File: config.mk
export PLATFORM = sky130hd
export DESIGN_NAME = addr_window_router
export DESIGN_NICKNAME = d
export VERILOG_FILES = /design/src/rtl/awr_pkg.sv /design/src/rtl/awr_ctrl.sv /design/src/rtl/awr_dp.sv /design/src/rtl/addr_window_router.sv
export SDC_FILE = /design/constraint.sdc
export NUM_CORES = 1
export LEC_CHECK = 0
export ABC_AREA = 1
export BUFFER_PORTS_ARGS = -buffer_cell sky130_fd_sc_hd__buf_2
export CAP_MARGIN = 20
export CORE_MARGIN = 5
export CORE_UTILIZATION = 54
export DETAILED_ROUTE_END_ITERATION = 12
export PLACE_DENSITY = 0.85
export SYNTH_ARGS = -nofsm -noshare
export SYNTH_HDL_FRONTEND = slang
export SYNTH_HIERARCHICAL = 1
export SYNTH_SLANG_ARGS = --single-unit
File: constraint.sdc
create_clock -name clk -period 2.12 [get_ports clk]
set_input_delay 0.212 -clock clk [delete_from_list [all_inputs] [get_ports clk]]
set_output_delay 0.212 -clock clk [all_outputs]
set_load 0.05 [all_outputs]
File: src/rtl/awr_pkg.sv
package awr_pkg;
  localparam int ADDR_W     = 32;
  localparam int GRAN_SHIFT = 20;
  localparam int MB_BITS    = ADDR_W - GRAN_SHIFT;

  typedef enum logic [1:0] {
    TAG_BOOT   = 2'd0,
    TAG_MEM    = 2'd1,
    TAG_FPGA   = 2'd2,
    TAG_PERIPH = 2'd3
  } regionTag_t;

  typedef struct packed {
    logic               loadStart;
    logic               loadEnd;
    logic               sample;
    logic [MB_BITS-1:0] boundMb;
  } cfgStrobe_t;
endpackage

File: src/rtl/awr_ctrl.sv
module awr_ctrl
  import awr_pkg::*;
#(
  parameter logic [ADDR_W-1:0] END_LO = 32'hBFFF_FFFF,
  parameter logic [ADDR_W-1:0] END_HI = 32'hFBFF_FFFF
) (
  input  logic              clk,
  input  logic              rst_n,
  input  logic              cfgWrEn,
  input  logic              cfgSel,
  input  logic [ADDR_W-1:0] cfgData,
  input  logic              addrValid,
  output cfgStrobe_t        strobe
);
  localparam logic [MB_BITS-1:0] END_LO_MB = END_LO[ADDR_W-1:GRAN_SHIFT];
  localparam logic [MB_BITS-1:0] END_HI_MB = END_HI[ADDR_W-1:GRAN_SHIFT];

  logic [MB_BITS-1:0] dataMb;
  logic [MB_BITS-1:0] endClampedMb;
  logic               unusedLowBits;

  assign dataMb        = cfgData[ADDR_W-1:GRAN_SHIFT];
  assign unusedLowBits = ^cfgData[GRAN_SHIFT-1:0];

  always_comb begin
    if (dataMb < END_LO_MB)      endClampedMb = END_LO_MB;
    else if (dataMb > END_HI_MB) endClampedMb = END_HI_MB;
    else                         endClampedMb = dataMb;
  end

  always_comb begin
    strobe.loadStart = cfgWrEn && !cfgSel;
    strobe.loadEnd   = cfgWrEn && cfgSel;
    strobe.sample    = addrValid;
    strobe.boundMb   = cfgSel ? endClampedMb : dataMb;
  end

  // never load both bounds at once
  p_single_load_r11: assert property (@(posedge clk) disable iff (!rst_n)
    $onehot0({strobe.loadStart, strobe.loadEnd}));

  // an upper-bound load never carries an illegal value
  p_end_clamped_r7: assert property (@(posedge clk) disable iff (!rst_n)
    strobe.loadEnd |-> (strobe.boundMb >= END_LO_MB && strobe.boundMb <= END_HI_MB));
endmodule

File: src/rtl/awr_dp.sv
module awr_dp
  import awr_pkg::*;
#(
  parameter logic [ADDR_W-1:0] START_RST   = 32'h0010_0000,
  parameter logic [ADDR_W-1:0] END_RST     = 32'hBFFF_FFFF,
  parameter logic [ADDR_W-1:0] END_LO      = 32'hBFFF_FFFF,
  parameter logic [ADDR_W-1:0] END_HI      = 32'hFBFF_FFFF,
  parameter logic [ADDR_W-1:0] PERIPH_BASE = 32'hFC00_0000
) (
  input  logic              clk,
  input  logic              rst_n,
  input  cfgStrobe_t        strobe,
  input  logic [ADDR_W-1:0] addr,
  output logic              outValid,
  output logic              routeMem,
  output logic              routeIc,
  output regionTag_t        regionTag
);
  localparam logic [MB_BITS-1:0]    START_RST_MB = START_RST[ADDR_W-1:GRAN_SHIFT];
  localparam logic [MB_BITS-1:0]    END_RST_MB   = END_RST[ADDR_W-1:GRAN_SHIFT];
  localparam logic [MB_BITS-1:0]    END_LO_MB    = END_LO[ADDR_W-1:GRAN_SHIFT];
  localparam logic [MB_BITS-1:0]    END_HI_MB    = END_HI[ADDR_W-1:GRAN_SHIFT];
  localparam logic [GRAN_SHIFT-1:0] LOW_ONES     = '1;

  logic [MB_BITS-1:0] startMb;
  logic [MB_BITS-1:0] endMb;
  logic [ADDR_W-1:0]  startFull;
  logic [ADDR_W-1:0]  endFull;
  logic               inWindow;
  logic               inPeriph;
  logic               aboveEnd;
  regionTag_t         tagNext;

  always_ff @(posedge clk) begin
    if (!rst_n) begin
      startMb <= START_RST_MB;
      endMb   <= END_RST_MB;
    end else begin
      if (strobe.loadStart) startMb <= strobe.boundMb;
      if (strobe.loadEnd)   endMb   <= strobe.boundMb;
    end
  end

  assign startFull = {startMb, {GRAN_SHIFT{1'b0}}};
  assign endFull   = {endMb, LOW_ONES};
  assign inPeriph  = addr >= PERIPH_BASE;
  assign inWindow  = (addr >= startFull) && (addr <= endFull);
  assign aboveEnd  = addr > endFull;

  always_comb begin
    if (inPeriph)      tagNext = TAG_PERIPH;
    else if (inWindow) tagNext = TAG_MEM;
    else if (aboveEnd) tagNext = TAG_FPGA;
    else               tagNext = TAG_BOOT;
  end

  always_ff @(posedge clk) begin
    if (!rst_n) begin
      outValid  <= 1'b0;
      routeMem  <= 1'b0;
      routeIc   <= 1'b0;
      regionTag <= TAG_BOOT;
    end else begin
      outValid  <= strobe.sample;
      routeMem  <= strobe.sample && (tagNext == TAG_MEM);
      routeIc   <= strobe.sample && (tagNext != TAG_MEM);
      regionTag <= strobe.sample ? tagNext : TAG_BOOT;
    end
  end

  p_end_legal_r7: assert property (@(posedge clk) disable iff (!rst_n)
    endMb >= END_LO_MB && endMb <= END_HI_MB);

  p_end_load_r11: assert property (@(posedge clk) disable iff (!rst_n)
    strobe.loadEnd |=> endMb == $past(strobe.boundMb));

  p_one_route_r10: assert property (@(posedge clk) disable iff (!rst_n)
    outValid |-> $countones({routeMem, routeIc}) == 1);

  p_idle_quiet_r10: assert property (@(posedge clk) disable iff (!rst_n)
    !outValid |-> !routeMem && !routeIc);

  p_valid_follow_r10: assert property (@(posedge clk) disable iff (!rst_n)
    strobe.sample |=> outValid);

  p_mem_tag_r2: assert property (@(posedge clk) disable iff (!rst_n)
    outValid |-> (routeMem == (regionTag == TAG_MEM)));

  p_periph_ic_r9: assert property (@(posedge clk) disable iff (!rst_n)
    (outValid && regionTag == TAG_PERIPH) |-> routeIc);
endmodule

File: src/rtl/addr_window_router.sv
module addr_window_router
  import awr_pkg::*;
#(
  parameter logic [31:0] START_RST   = 32'h0010_0000,
  parameter logic [31:0] END_RST     = 32'hBFFF_FFFF,
  parameter logic [31:0] END_LO      = 32'hBFFF_FFFF,
  parameter logic [31:0] END_HI      = 32'hFBFF_FFFF,
  parameter logic [31:0] PERIPH_BASE = 32'hFC00_0000
) (
  input  logic        clk,
  input  logic        rst_n,
  input  logic        cfgWrEn,
  input  logic        cfgSel,
  input  logic [31:0] cfgData,
  input  logic        addrValid,
  input  logic [31:0] addr,
  output logic        outValid,
  output logic        routeMem,
  output logic        routeIc,
  output logic [1:0]  regionTag
);
  cfgStrobe_t strobe;
  regionTag_t tagOut;

  awr_ctrl #(
    .END_LO (END_LO),
    .END_HI (END_HI)
  ) u_ctrl (
    .clk       (clk),
    .rst_n     (rst_n),
    .cfgWrEn   (cfgWrEn),
    .cfgSel    (cfgSel),
    .cfgData   (cfgData),
    .addrValid (addrValid),
    .strobe    (strobe)
  );

  awr_dp #(
    .START_RST   (START_RST),
    .END_RST     (END_RST),
    .END_LO      (END_LO),
    .END_HI      (END_HI),
    .PERIPH_BASE (PERIPH_BASE)
  ) u_dp (
    .clk       (clk),
    .rst_n     (rst_n),
    .strobe    (strobe),
    .addr      (addr),
    .outValid  (outValid),
    .routeMem  (routeMem),
    .routeIc   (routeIc),
    .regionTag (tagOut)
  );

  assign regionTag = tagOut;
endmodule

==> impl_metrics.csv, run 1 <==
group,metric,value,unit
synthesis,synth_cell_type_count,25,
synthesis,yosysSeqAreaShare,28.4,%
drt,route.detailed.drc,0,
timing,fmax,652,MHz
placement,dp_worst_setup_slack,613,ps
timing,slew_violations,0,
floorplan,io_pins,74,
floorplan,start_util,55.9,%
worst_setup_path,worstPathRequired,2300,ps
clock_tree,cts_buffers,5,
clock_tree,ctsHoldBuffers,0,
synthesis,synth-seq-cells,29,
timing,finalSetupViolations,0,
timing,setup_ws,585,ps
clock_tree,cts_tree,"yes",
drt,wl,4450,µm
power,power.leakage,1.40,nW
worst_setup_path,reg2reg_depth,11,
power,switchingPower,437,µW
clock_tree,clk_pin_slew,70,ps
clock_tree,cts_resized,0,
final_layout,mostFrequentLayoutCells,"nand2_1 (71), inv_1 (64), buf_2 (53)",
clock_tree,post_cts_buffers,0,
clock_tree,cts.sinks,29,
final_layout,nNetsFinal,458,
synthesis,syn_nets,405,
power,finalPower,1.53,mW
drt,antenna_left,0,
final_layout,drive_gt1_share,22.1,%
clock_tree,ctsRootBufferMaster,"clkbuf_8",
synthesis,yosys_warnings,6,
drt,first_pass_iters,4,
run,drv_cap,0,
synthesis,synthCells,312,
power,p_comb_share,22.2,%
global_routing,grt_pass1_wl,7420,µm
final_layout,layout_commonest_cell,"nand2_1",
worst_setup_path,critical_path.max_stage_delay,320,ps
timing,hold_viol,0,
worst_setup_path,crit_fanout,3,
worst_setup_path,path_cells,"inv_1, ha_1, nand2_2, nor2_4, nand2_2, nor2_2, nand2_1, nand2_2, nand3_2, nand2_1, inv_1",
worst_setup_path,cp_num_buf_inv,2,
hold_path,hp-class,"in -> reg",
synthesis,synth_top_cell_by_area,"dfxtp_1",
global_routing,met1_usage,20.7,%
power,p_int,1.09,mW
global_routing,grt.busiest_layer,"met2",
placement,port_buffers,53,
drt,viasPerCell,4.95,
timing,fin_setup_tns,0,ps
global_routing,antenna_found_initial,0,
placement,dp_hpwl,3580,µm
power,pwr_density_cell,621,nW/µm²
final_layout,area_growth,20.2,%
floorplan,die_area,5120,µm²
floorplan,core-area,3660,µm²
power,ir_worst_vdd,413,µV
synthesis,syn_avg_cell_area,6.56,µm²
timing,worstMarginPinSlew,598,ps
outcome,status,"complete, no violations",
floorplan,dieHeight,71.6,µm
clock_tree,htreeDepth,2,
timing,period_minus_slack,1530,ps
clock_tree,clock_path_buffers,2,
worst_setup_path,cp-end-kind,"register",
synthesis,yosys.area.top_type_share,28.4,%
hold_path,min_path_cells,3,
worst_setup_path,worst-path-stages,11,
worst_setup_path,crit_family,"simple AND/OR/NAND/NOR gates",
synthesis,synthTopCellsByArea,"dfxtp_1 (28%), ha_1 (15%), nand2_1 (13%)",
timing,period_share,72.4,%
drt,drt_iter0_drc,88,
global_routing,grt-ovfl-total,0,
timing,hold_slack,218,ps
worst_setup_path,crit_slowest_cell,"dfxtp_1",
global_routing,track_usage,18.1,%
power,switching_share,28.6,%
drt,wl_per_cell,10.7,µm
clock_tree,clock_latency,280,ps
floorplan,rows,22,
synthesis,syn_area,2050,µm²
placement,place_congestion,0.843,
final_layout,num_antenna_cells,0,
global_routing,grt_pass1_vias,1846,
worst_setup_path,worstSetupPathType,"reg -> reg",
timing,worst_clock_skew,2.81,ps
floorplan,die_width,71.6,µm
timing,max-slew-margin-rel,60.1,%
drt,vias,2048,
timing,grt_setup_unrepaired,"no",
worst_setup_path,cp.arrival,1720,ps
worst_setup_path,start_kind,"register",
global_routing,grt_util_met2,30.5,%
power,p_clk_share,39.3,%
global_routing,met3_usage,5.33,%
final_layout,final_util,67.2,%
worst_setup_path,crit_top_cell,"nand2_2",
global_routing,grt_start_max_net_pins,25,
power,power_frac_seq,38.6,%
[routing by layer]
layer  vias to the layer above  wire length (µm)  part of all wire (%)
met5                         -                 0                     0
met4                         0               123                   2.8
met3                        11               373                   8.4
met2                        68              2110                    48
met1                       900              1840                    41
li1                       1069                 -                     -
[cells in the mapped netlist, drive strengths merged]
cell,number
a21o,1
o21bai,1
ha,24
nand3,14
dfxtp,29
inv,66
a21oi,33
buf,2
clkbuf,5
nor3,1
nor2,34
nand2,76
o21ai,22
nand4,2
and2,2
[logic make-up (layout without fill, tap and decap cells)]
| logic type | count (synthesis) | after routing | synth area share [%] |
|---|---|---|---|
| AND/OR/NAND/NOR | 129 | 129 | 29.0 |
| buffers and inverters | 73 | 127 | 13.6 |
| AO/OA/AOI/OAI | 57 | 57 | 14.4 |
| flip-flops | 29 | 29 | 28.4 |
| adder cells (fa/ha/maj) | 24 | 24 | 14.7 |
[power groups by stage]
| stage | registers (mW) | clock network (mW) | logic [mW] |
|---|---|---|---|
| floorplan | 0.623 | 0 | 0.208 |
| global placement | 0.600 | 0 | 0.323 |
| detailed placement | 0.602 | 0 | 0.337 |
| CTS | 0.590 | 0.614 | 0.339 |
| global route | 0.593 | 0.644 | 0.391 |
| finish | 0.590 | 0.600 | 0.339 |
[registers in the layout (all words and copies together), names as in the netlist]
register / cells
u_dp/endMb: 12
u_dp/startMb: 12
u_dp/regionTag: 2
u_dp/outValid: 1
u_dp/routeIc: 1
u_dp/routeMem: 1
[metrics by stage]
step                instances  cell area, µm²
detailed placement        406            2340
global placement          406            2340
CTS                       414            2460
floorplan                 312            2050
global route              414            2460
finish                    414            2460
[worst reg2reg max path, cell delays in order (launching register included)]
cell and delay (ps):
dfxtp_1 320, inv_1 60, ha_1 310, nand2_2 80
nor2_4 110, nand2_2 70, nor2_2 120, nand2_1 80
nand2_2 90, nand3_2 90, nand2_1 70, inv_1 40
[cell type report]
| cell class | instances | area [µm²] |
|---|---|---|
| clock buffers | 6 | 82.6 |
| clock inverters | 2 | 37.5 |
| fillers | 351 | 1200 |
| inverters | 66 | 248 |
| multi-input cells | 210 | 1190 |
| flip-flops and latches | 29 | 581 |
| well taps | 48 | 60.1 |
| repair buffers | 53 | 265 |
[worst paths after layout]
check | end | startpoint | slack, ps
setup / recovery | u_dp/routeIc | u_dp/endMb[11] | 590
hold / removal | u_dp/outValid | addrValid | 220
setup reg to reg | u_dp/routeIc | u_dp/endMb[11] | 590
hold reg to reg | u_dp/startMb[9] | u_dp/startMb[9] | 460
(Power assumes the default switching activity.)
==> inputs of run 2 (changes only) <==
CORE_UTILIZATION = 45   (was 54)
PLACE_DENSITY = 0.75   (was 0.85)
clock period = 1.4 ns   (was 2.12 ns; I/O delays follow)
==> run 2 against run 1 <==
Against the previous run:
- the run now ends with setup timing left
- critical path type unchanged
- combinational power grew 110%
- routed wire length rose by 23%
- largest power group is now sequential cells
- global-route usage is 1.4 points lower
==> impl_metrics.csv, run 2 (synthesis gave the netlist of run 1 again) <==
group,metric,value,unit
final_layout,drive_gt1_share,43.8,%
final_layout,reg_top3,"u_dp/endMb x12, u_dp/startMb x12, u_dp/regionTag x2",
timing,hold_slack,141,ps
drt,vias,2093,
clock_tree,cts_tree,"yes",
final_layout,num_antenna_cells,0,
timing,setup_ws,-61.0,ps
placement,dp_worst_setup_slack,-75.0,ps
final_layout,area_growth,39.2,%
outcome,violations,"setup timing",
power,power.leakage,1.44,nW
worst_setup_path,worstSetupPathType,"reg -> reg",
worst_setup_path,crit_family,"simple AND/OR/NAND/NOR gates",
timing,finalSetupViolations,3,
placement,port_buffers,53,
global_routing,grt_start_max_net_pins,24,
drt,route.detailed.drc,0,
final_layout,mostFrequentLayoutCells,"nand2_1 (62), buf_2 (53), inv_1 (42)",
power,pwr_density_cell,800,nW/µm²
timing,period_share,104,%
global_routing,grt-ovfl-total,0,
clock_tree,clock_path_buffers,2,
final_layout,layout_commonest_cell,"nand2_1",
power,ir_worst_vdd,433,µV
clock_tree,cts.sinks,29,
worst_setup_path,worstPathRequired,1580,ps
timing,fin_setup_tns,-90.7,ps
timing,fmax,684,MHz
worst_setup_path,cp-end-kind,"register",
global_routing,grt_pass1_vias,1954,
worst_setup_path,path_cells,"inv_2, ha_4, a21oi_1, nand2_1, nand2_1, nand3_2, nand2_2, nand3_2, nand2_1, inv_1",
placement,dp_hpwl,3650,µm
floorplan,rows,24,
placement,place_congestion,0.788,
worst_setup_path,cp_num_buf_inv,2,
worst_setup_path,worst-path-stages,10,
timing,worst_clock_skew,3.27,ps
clock_tree,htreeDepth,2,
global_routing,track_usage,16.7,%
floorplan,die_width,77.4,µm
hold_path,hp-class,"in -> reg",
floorplan,core-area,4380,µm²
final_layout,nNetsFinal,469,
timing,hold_viol,0,
hold_path,min_path_cells,3,
drt,viasPerCell,4.88,
floorplan,die_area,6000,µm²
worst_setup_path,start_kind,"register",
clock_tree,clk_pin_slew,60,ps
worst_setup_path,critical_path.max_stage_delay,320,ps
timing,grt_setup_unrepaired,"yes",
timing,max-slew-margin-rel,59.0,%
clock_tree,ctsRootBufferMaster,"clkbuf_8",
drt,drt_iter0_drc,97,
drt,wl,5450,µm
global_routing,grt_pass1_wl,8390,µm
floorplan,io_pins,74,
run,drv_cap,0,
clock_tree,ctsHoldBuffers,0,
timing,worstMarginPinSlew,614,ps
drt,first_pass_iters,4,
worst_setup_path,reg2reg_depth,10,
clock_tree,clock_latency,280,ps
drt,antenna_left,0,
timing,period_minus_slack,1460,ps
worst_setup_path,crit_slowest_cell,"dfxtp_2",
clock_tree,cts_buffers,5,
timing,slew_violations,0,
outcome,status,"finished, violations left",
worst_setup_path,cp.arrival,1640,ps
worst_setup_path,crit_fanout,3,
floorplan,dieHeight,77.4,µm
worst_setup_path,crit_top_cell,"nand2_1",
global_routing,antenna_found_initial,0,
drt,wl_per_cell,12.7,µm
floorplan,start_util,46.7,%
final_layout,final_util,65.0,%
## run 2: layout make-up
type	instances	area [µm²]
multi-input cells	210	1500
fillers	370	1540
clock inverters	2	10.0
clock buffers	6	72.6
flip-flops and latches	29	603
well taps	52	65.1
inverters	66	250
repair buffers	64	348
## run 2: worst paths after layout
path / startpoint / endpoint / slack, ps
setup / recovery: u_dp/endMb[7] / u_dp/routeIc / -60
hold / removal: addrValid / u_dp/outValid / 140
setup reg to reg: u_dp/endMb[7] / u_dp/routeIc / -60
hold reg to reg: u_dp/startMb[2] / u_dp/startMb[2] / 470
## run 2: what timing repair did
item,in CTS,in global routing
buffers inserted,1,1
setup endpoints to repair,3,4
gates resized for setup,42,39
pin swaps,26,20
endpoints found under the hold margin,0,0
## run 2: worst reg2reg max path, cell delays in order (launching register included)
cell     delay (ps)
dfxtp_2         320
inv_2            50
ha_4            240
a21oi_1         190
nand2_1          90
nand2_1         100
nand3_2          90
nand2_2         100
nand3_2          90
nand2_1          60
inv_1            30
## run 2: layer usage
metal | vias to the layer above | share of wire, % | track usage (%)
met5 | - | 0 | 0
met4 | 0 | 1.4 | 6.53
met3 | 6 | 5.1 | 3.59
met2 | 54 | 49 | 27.8
met1 | 935 | 44 | 21.1
li1 | 1098 | - | -
## run 2: per-stage QoR
stage / power, mW / cells / area (µm²)
after detailed placement: 1.44 / 419 / 2410
final: 2.28 / 429 / 2850
after global placement: 1.43 / 419 / 2410
after floorplan: 1.26 / 312 / 2050
after global routing: 2.42 / 429 / 2850
after CTS: 2.17 / 428 / 2690
## run 2: report_power, final
group	switching [mW]	internal, mW
logic	0.409	0.297
registers	0.0203	0.887
clock network	0.322	0.343
==> inputs of run 3 (changes only) <==
SETUP_SLACK_MARGIN = 0.15   (was default)
==> run 3 against run 2 <==
Against the previous run:
- the flow now finishes without violations
- sequential share of layout area decreased by 0.17 points
- combinational power down 3.7%
- via count is 2.1% lower
- clock-buffer cell count stayed put
- sequential cell count unchanged
- first-iteration DRC count down 18%
- clock skew is 3.2 ps higher
- register-to-register slack better by 60 ps
- clock power rose by 38%
- worst setup slack improved by 62 ps
- final cell count fell by 1.4%
- core utilization decreased by 0.14 points
- critical endpoint unchanged
- largest power group is now clock
==> impl_metrics.csv, run 3 (synthesis gave the netlist of run 1 again) <==
group,metric,value,unit
floorplan,rows,24,
final_layout,nNetsFinal,463,
final_layout,multiInputGateArea,1510,µm²
worst_setup_path,crit_start,"u_dp/endMb[1]",
hold_path,hp-class,"in -> reg",
final_layout,mostFrequentLayoutCells,"nand2_1 (63), buf_2 (53), inv_1 (44)",
worst_setup_path,crit_family,"simple AND/OR/NAND/NOR gates",
worst_setup_path,worstReg2RegStart,"u_dp/endMb[1]",
timing,setup_ws,0.578,ps
final_layout,area_growth,38.9,%
run,drv_cap,0,
drt,drt_iter0_drc,80,
final_layout,reg_top3,"u_dp/endMb x12, u_dp/startMb x12, u_dp/regionTag x2",
timing,hold_viol,0,
timing,worstMarginPinSlew,587,ps
global_routing,grt-ovfl-total,0,
final_layout,layout_commonest_cell,"nand2_1",
worst_setup_path,worstPathRequired,1580,ps
clock_tree,ctsHoldBuffers,0,
power,finalPower,2.50,mW
worst_setup_path,cp_num_buf_inv,2,
drt,vias,2050,
placement,dp_hpwl,3610,µm
final_layout,final-seq-area,597,µm²
worst_setup_path,worstSetupPathType,"reg -> reg",
floorplan,die_area,6000,µm²
worst_setup_path,crit_slowest_cell,"dfxtp_2",
worst_setup_path,critical_path.max_stage_delay,320,ps
timing,worst_clock_skew,6.46,ps
final_layout,drive_gt1_share,41.2,%
power,pwr_density_cell,879,nW/µm²
clock_tree,htreeDepth,2,
drt,wl_per_cell,12.0,µm
global_routing,grt_pass1_wl,7770,µm
floorplan,start_util,46.7,%
clock_tree,cts_buffers,5,
global_routing,grt_pass1_vias,1804,
timing,period_minus_slack,1400,ps
placement,port_buffers,53,
outcome,status,"complete, no violations",
clock_tree,cts_tree,"yes",
clock_tree,ctsRootBufferMaster,"clkbuf_8",
drt,viasPerCell,4.85,
global_routing,antenna_found_initial,0,
final_layout,num_antenna_cells,0,
drt,first_pass_iters,4,
worst_setup_path,start_kind,"register",
drt,antenna_left,0,
timing,fmax,715,MHz
timing,finalSetupViolations,0,
power,ir_worst_vdd,526,µV
worst_setup_path,crit_fanout,3,
global_routing,grt_start_max_net_pins,24,
global_routing,grt_util_met2,25.2,%
floorplan,io_pins,74,
clock_tree,clk_pin_slew,70,ps
timing,hold_slack,166,ps
clock_tree,clock_path_buffers,2,
placement,place_congestion,0.807,
global_routing,track_usage,15.8,%
timing,period_share,100,%
global_routing,grt.busiest_layer,"met2",
final_layout,nFillCells,362,
floorplan,dieHeight,77.4,µm
timing,slew_violations,0,
timing,max-slew-margin-rel,60.9,%
drt,route.detailed.drc,0,
worst_setup_path,cp.arrival,1580,ps
global_routing,met3_usage,3.47,%
timing,grt_setup_unrepaired,"yes",
final_layout,final_util,64.8,%
floorplan,core-area,4380,µm²
floorplan,die_width,77.4,µm
drt,wl,5080,µm
worst_setup_path,path_cells,"inv_2, ha_4, nand2_1, nor2_1, nand2_1, nor2_4, nand2_2, nand2_2, nand3_2, nand2_1, inv_1",
global_routing,met1_usage,20.8,%
clock_tree,clock_latency,280,ps
hold_path,hp-start,"addrValid",
worst_setup_path,crit_top_cell,"nand2_1",
clock_tree,cts.sinks,29,
power,power.leakage,1.42,nW
placement,dp_worst_setup_slack,-33.2,ps
worst_setup_path,cp-end-kind,"register",
==> run 3: cell count changes in the layout (fill, tap and decap cells not counted), moves of 2 or more <==
cell,delta
buf_4,-6
clkinv_2,-2
dfxtp_1,+5
dfxtp_2,-5
ha_1,-2
ha_4,+2
inv_1,+2
==> run 3: timing repair <==
action | 4_1_cts | 5_1_grt
resized for setup | 36 | 32
buffers inserted | 2 | 0
endpoints found under the setup margin | 4 | 4
gates cloned | 0 | 0
pin swaps | 17 | 20
==> run 3: worst paths after layout <==
kind	to	cells past startpoint	slack, ps
max reg2reg	u_dp/routeIc	11	0.6
min reg2reg	u_dp/startMb[4]	2	460
max	u_dp/routeIc	11	0.6
min	u_dp/outValid	3	170
==> run 3: per-layer routing <==
layer | vias up | routed length, µm
li1 | 1093 | -
met2 | 65 | 2330
met5 | - | 0
met4 | 0 | 143
met3 | 12 | 321
met1 | 880 | 2290
==> run 3: worst register-to-register path: cells and delay by family, from the launching register on <==
family        cells  cell delay (ps)
simple gates      8              650
flops             1              320
fa+ha+maj         1              260
buf+inv           2               70
==> run 3: cell type report <==
type / count / share of cell area (%)
Clock buffer: 6 / 2.90
Clock inverter: 2 / 1.32
Inverter: 66 / 8.71
Multi-Input combinational cell: 210 / 53.1
Sequential cell: 29 / 21.0
Tap cell: 52 / 2.29
Timing Repair Buffer: 58 / 10.7
==> run 3: stage by stage <==
| stage | area, µm² | TNS, ps | cells |
|---|---|---|---|
| after floorplan | 2070 | 0 | 312 |
| after global placement | 2390 | -2.50 | 413 |
| after detailed placement | 2390 | -33.2 | 413 |
| after CTS | 2690 | -4.31 | 423 |
| after global routing | 2840 | -357 | 423 |
| final | 2840 | 0 | 423 |
==> run 3: power breakdown <==
part / total (mW) / switching, mW / leakage [nW] / internal (mW)
Combinational: 0.680 / 0.394 / 1.13 / 0.286
Sequential: 0.904 / 0.0188 / 0.240 / 0.885
Clock: 0.916 / 0.338 / 0.0574 / 0.578
